**src/rtl/rom_search_engine.sv**
```systemverilog
module rom_search_engine #(
  parameter int ROM_W = 64,
  parameter int FAM_W = 8,
  parameter int CMD_W = 8,
  parameter logic [CMD_W-1:0] SEARCH_CMD = 8'hF0
) (
  input  logic                         clk,
  input  logic                         rst_n,
  input  logic                         cmd_search,
  input  logic                         cmd_clear,
  input  logic                         cmd_target,
  input  logic [FAM_W-1:0]             target_family,
  output logic                         busy,
  output logic                         done,
  output logic                         found,
  output logic [ROM_W-1:0]             rom_code,
  output logic [$clog2(FAM_W+1)-1:0]   family_mark,
  output logic                         slot_req,
  output logic [1:0]                   slot_op,
  output logic                         slot_wbit,
  input  logic                         slot_done,
  input  logic                         slot_rbit
);
  localparam int IDXW = $clog2(ROM_W);
  localparam int POSW = $clog2(ROM_W + 1);
  localparam int FMW  = $clog2(FAM_W + 1);
  localparam int CCW  = $clog2(CMD_W);
  localparam logic [1:0] OP_RST = 2'd0, OP_WR = 2'd1, OP_RD = 2'd2;

  typedef enum logic [2:0] {S_IDLE, S_RST, S_CMD, S_RDID, S_RDCMP, S_WRDIR} st_t;

  st_t             st;
  logic            waiting;
  logic [IDXW-1:0] bit_idx;
  logic [CCW-1:0]  cmd_cnt;
  logic            id_q, dir_q;
  logic [POSW-1:0] last_disc, last_zero;
  logic [FMW-1:0]  fam_q;
  logic            last_dev;
  logic [ROM_W-1:0] rom_q;
  logic            done_q, found_q;

  logic [POSW-1:0] pos;
  logic            dir_c, ans, last_bit, fail_c, start_c;

  assign pos      = POSW'(bit_idx) + POSW'(1);
  assign ans      = waiting && slot_done;
  assign last_bit = bit_idx == IDXW'(ROM_W - 1);
  assign dir_c    = (id_q != slot_rbit) ? id_q :
                    (pos < last_disc)   ? rom_q[bit_idx] :
                    (pos == last_disc);
  assign start_c  = st == S_IDLE && cmd_search && !cmd_clear && !cmd_target;
  assign fail_c   = (start_c && last_dev) ||
                    (ans && st == S_RST && !slot_rbit) ||
                    (ans && st == S_RDCMP && id_q && slot_rbit) ||
                    (ans && st == S_WRDIR && last_bit && rom_q[FAM_W-1:0] == '0);

  assign busy        = st != S_IDLE;
  assign done        = done_q;
  assign found       = found_q;
  assign rom_code    = rom_q;
  assign family_mark = fam_q;
  assign slot_req    = busy && !waiting;
  assign slot_wbit   = (st == S_CMD) ? SEARCH_CMD[cmd_cnt] : dir_q;

  always_comb begin
    case (st)
      S_RST:            slot_op = OP_RST;
      S_CMD, S_WRDIR:   slot_op = OP_WR;
      default:          slot_op = OP_RD;
    endcase
  end

  always_ff @(posedge clk) begin
    if (!rst_n) begin
      st        <= S_IDLE;
      waiting   <= 1'b0;
      bit_idx   <= '0;
      cmd_cnt   <= '0;
      id_q      <= 1'b0;
      dir_q     <= 1'b0;
      last_disc <= '0;
      last_zero <= '0;
      fam_q     <= '0;
      last_dev  <= 1'b0;
      rom_q     <= '0;
      done_q    <= 1'b0;
      found_q   <= 1'b0;
    end else begin
      done_q <= 1'b0;
      if (slot_req) waiting <= 1'b1;
      if (ans) waiting <= 1'b0;
      if (fail_c) begin
        last_disc <= '0;
        last_dev  <= 1'b0;
        fam_q     <= '0;
        found_q   <= 1'b0;
        done_q    <= 1'b1;
        st        <= S_IDLE;
      end else begin
        case (st)
          S_IDLE: begin
            if (cmd_clear) begin
              rom_q     <= '0;
              last_disc <= '0;
              fam_q     <= '0;
              last_dev  <= 1'b0;
            end else if (cmd_target) begin
              rom_q     <= {{(ROM_W-FAM_W){1'b0}}, target_family};
              last_disc <= POSW'(ROM_W);
              fam_q     <= '0;
              last_dev  <= 1'b0;
            end else if (cmd_search) begin
              st        <= S_RST;
              bit_idx   <= '0;
              cmd_cnt   <= '0;
              last_zero <= '0;
              found_q   <= 1'b0;
            end
          end
          S_RST: if (ans) st <= S_CMD;
          S_CMD: if (ans) begin
            cmd_cnt <= cmd_cnt + CCW'(1);
            if (cmd_cnt == CCW'(CMD_W - 1)) st <= S_RDID;
          end
          S_RDID: if (ans) begin
            id_q <= slot_rbit;
            st   <= S_RDCMP;
          end
          S_RDCMP: if (ans) begin
            rom_q[bit_idx] <= dir_c;
            dir_q          <= dir_c;
            if (!id_q && !slot_rbit && !dir_c) begin
              last_zero <= pos;
              if (pos <= POSW'(FAM_W)) fam_q <= FMW'(pos);
            end
            st <= S_WRDIR;
          end
          S_WRDIR: if (ans) begin
            if (last_bit) begin
              last_disc <= last_zero;
              last_dev  <= last_zero == '0;
              found_q   <= 1'b1;
              done_q    <= 1'b1;
              st        <= S_IDLE;
            end else begin
              bit_idx <= bit_idx + IDXW'(1);
              st      <= S_RDID;
            end
          end
          default: st <= S_IDLE;
        endcase
      end
    end
  end
endmodule

```
**config.mk**
```make
export PLATFORM = sky130hd
export DESIGN_NAME = rom_search_engine
export DESIGN_NICKNAME = d
export VERILOG_FILES = /design/src/rtl/rom_search_engine.sv
export SDC_FILE = /design/constraint.sdc
export NUM_CORES = 1
export LEC_CHECK = 0
export BUFFER_PORTS_ARGS = -buffer_cell sky130_fd_sc_hd__buf_2
export CORE_UTILIZATION = 50
export CTS_CLUSTER_SIZE = 20
export DETAILED_ROUTE_END_ITERATION = 8
export PLACE_DENSITY_LB_ADDON = 0.05
export SLEW_MARGIN = 0
export SYNTH_ARGS = -nofsm -noshare
export SYNTH_HDL_FRONTEND = slang
export SYNTH_SLANG_ARGS = --single-unit
export TNS_END_PERCENT = 5
```
**constraint.sdc**
```tcl
create_clock -name clk -period 3.24 [get_ports clk]
set_input_delay 0.648 -clock clk [delete_from_list [all_inputs] [get_ports clk]]
set_output_delay 0.648 -clock clk [all_outputs]
set_load 0.05 [all_outputs]
```
==> results_dict.tcl <==
set metrics [dict create \
    status "finished, final reports clean" \
    portBuffers 89 \
    syn_avg_cell_area_um2 7.73 \
    tightest_slew_ns 0.970 \
    die_h_um 108 \
    ys_types 71 \
    grt_pass1_wl_um 27300 \
    vias 5826 \
    endpoint_kind "flop" \
    worstPathRequired_ns 3.56 \
    synthAdderAreaFrac_pct 2.22 \
    syn-cell-area_um2 5630 \
    clock_latency_ns 0.40 \
    finalWirelength_um 17400 \
    worstHoldPathCells 2 \
    register_area_um2 2020 \
    cts-hold-fix-buffers 0 \
    dp_hpwl_um 12000 \
    grt_antenna_before_repair 0 \
    final_hold_viol_count 0 \
    slew_violations 0 \
    cap_violations 0 \
    synth_simple_gate_area_share_pct 18.5 \
    powerDensity_nw_per_um2 357 \
    clock.fmax_mhz 329 \
    ir_drop_mv 0.418 \
    leakagePower_nw 2.60 \
    cts_tree "built" \
    syn_nets 753 \
    synth-main-ff-cell "dfxtp_1" \
    yosysWarnings 0 \
    dpl.cell_count 931 \
    fillers 1052 \
    clock_skew_ns 0.0132 \
    cts_sinks 101 \
    route.antenna.remaining_nets 0 \
    first_pass_iters 5 \
    drive_gt1_share_pct 21.9 \
    dieArea_um2 11700 \
    ios 90 \
    layout_commonest_cell "dfxtp_1" \
    reg2reg_slack_ns 0.20 \
    fin_crit_ns 3.04 \
    worst_slack_ns 0.198 \
    reg2reg_depth 12 \
    coreArea_um2 10900 \
    post-route-period-util_pct 93.9 \
    wire_per_inst_um 18.4 \
    num_rows 38 \
    path_max_fanout 24 \
    crit_arrival_ns 3.36 \
    place_ws_ns 0.150 \
    muxShareOfSynthArea_pct 4.36 \
    syn_to_final_growth_pct 14.5 \
    start_kind "flop" \
    setup_viol 0 \
    max-clock-path-buffers 2 \
    synth-xor-area-share_pct 0.778 \
    slew-limit-headroom_pct 35.1 \
    htree_levels 3 \
    drtIter0Drc 554 \
    clkTransAtPathRegs_ns 0.10 \
    clock-root-buffer "clkbuf_8" \
    ys_seq_elements 101 \
    vias_per_cell 6.15 \
    grt_overflow 0 \
    grt_max_degree 56 \
    initial_core_util_pct 51.7 \
    drc 0 \
    grt_usage_pct 30.1 \
    fin_nets 827 \
    multi_input_area_um2 3200 \
    finalNonFillerCells 947 \
    synth_top_family_by_area "compound AO/OA/AOI/OAI gates" \
    synth_edf_count 0 \
    synth_compound_area_share_pct 30.6 \
    num_antenna_cells 0 \
    synth_seq_area_share_pct 35.9 \
    crit_type "flop to flop" \
    hp-class "flop to flop" \
    die_w_um 108 \
    gp_congestion 0.893 \
    final_cell_mix "dfxtp_1 (100), o21ai_0 (91), buf_2 (89), a21oi_1 (88), nand2_1 (87)" \
    grt_pass1_vias 5142 \
    synth-async-reset-ratio_pct 0 \
    final.setup.tns_ns 0 \
    numCtsBuffers 9 \
    whs_ns 0.480 \
    synthCells 728 \
]
-- synth_stat cells, types with 8 or more instances --
master / instances / area (um2)
buf_6: 8 / 90.1
nand2b_1: 8 / 50.1
o21ai_0: 91 / 455
o21ai_1: 39 / 195
nand2_1: 87 / 327
a21oi_1: 88 / 440
inv_1: 20 / 75.1
buf_2: 11 / 55.1
dfxtp_1: 101 / 2020
a31oi_1: 11 / 68.8
ha_1: 10 / 125
mux2i_1: 11 / 110
nand3_1: 11 / 55.1
nor2_1: 42 / 158
nor3_1: 14 / 70.1
clkbuf_1: 35 / 131
nor3b_1: 8 / 60.1
-- sequential cells by signal, indices dropped and copies added (netlist names), named ones only --
signal       cells
id_q             1
waiting          1
last_dev         1
done             1
dir_q            1
family_mark      4
bit_idx          6
st               3
last_disc        7
last_zero        7
found            1
rom_code        64
cmd_cnt          3
-- where the power goes --
part           internal (W)  total, W  leakage [nW]  switching [W]
logic             0.0000543  0.000179          1.69       0.000124
clock network      0.000361  0.000850        0.0971       0.000488
registers           0.00125   0.00127         0.816      0.0000165
-- logic make-up (layout without fill, tap and decap cells) --
group / after synthesis / in the layout
mux: 19 / 19
buf+inv: 87 / 166
flops: 101 / 101
simple gates: 212 / 212
xor+xnor: 5 / 5
fa+ha+maj: 10 / 10
compound gates: 294 / 294
-- critical path, stage by stage (launching register included) --
cell and delay, ns:
dfxtp_1 0.42, ha_4 0.20, nand3_1 0.10, xnor2_1 0.18, ha_1 0.34, a21oi_1 0.10
a311oi_1 0.30, a21oi_1 0.10, a2111o_1 0.46, o211ai_2 0.11, nand2_4 0.22, buf_12 0.25
o31ai_1 0.19
-- metal layers --
metal | vias to the layer above | track usage [%] | share of wire (%)
li1 | 2770 | - | -
met1 | 2792 | 40.6 | 44
met2 | 231 | 47.2 | 46
met3 | 33 | 6.51 | 6.8
met4 | 0 | 10.5 | 2.7
met5 | - | 0 | 0
-- layout make-up --
cell class / count / area share, %
tap: 140 / 2.72
clock inverter: 7 / 1.17
timing repair buffer: 129 / 11.9
sequential: 101 / 31.4
multi-input combinational: 540 / 49.6
inverter: 21 / 1.22
clock buffer: 9 / 1.92
-- final timing paths --
check,start,to
setup reg to reg,bit_idx[1],rom_code[48]
setup / recovery,bit_idx[1],rom_code[48]
hold / removal,cmd_cnt[1],cmd_cnt[1]
hold reg to reg,cmd_cnt[1],cmd_cnt[1]
-- stage by stage --
step	cell area (um2)	util [%]	total power, W
floorplan	5630	-	0.00142
global placement	6210	57.0	0.00147
detailed placement	6210	57.0	0.00147
CTS	6410	58.9	0.00231
global route	6440	59.2	0.00238
finish	6440	59.2	0.00230
-- repair_timing --
| action | CTS | global route |
|---|---|---|
| setup buffers | 0 | 0 |
| setup endpoints to repair | 0 | 43 |
| gates resized for setup | 0 | 7 |
Note: power is estimated with default switching activity, not from simulation.
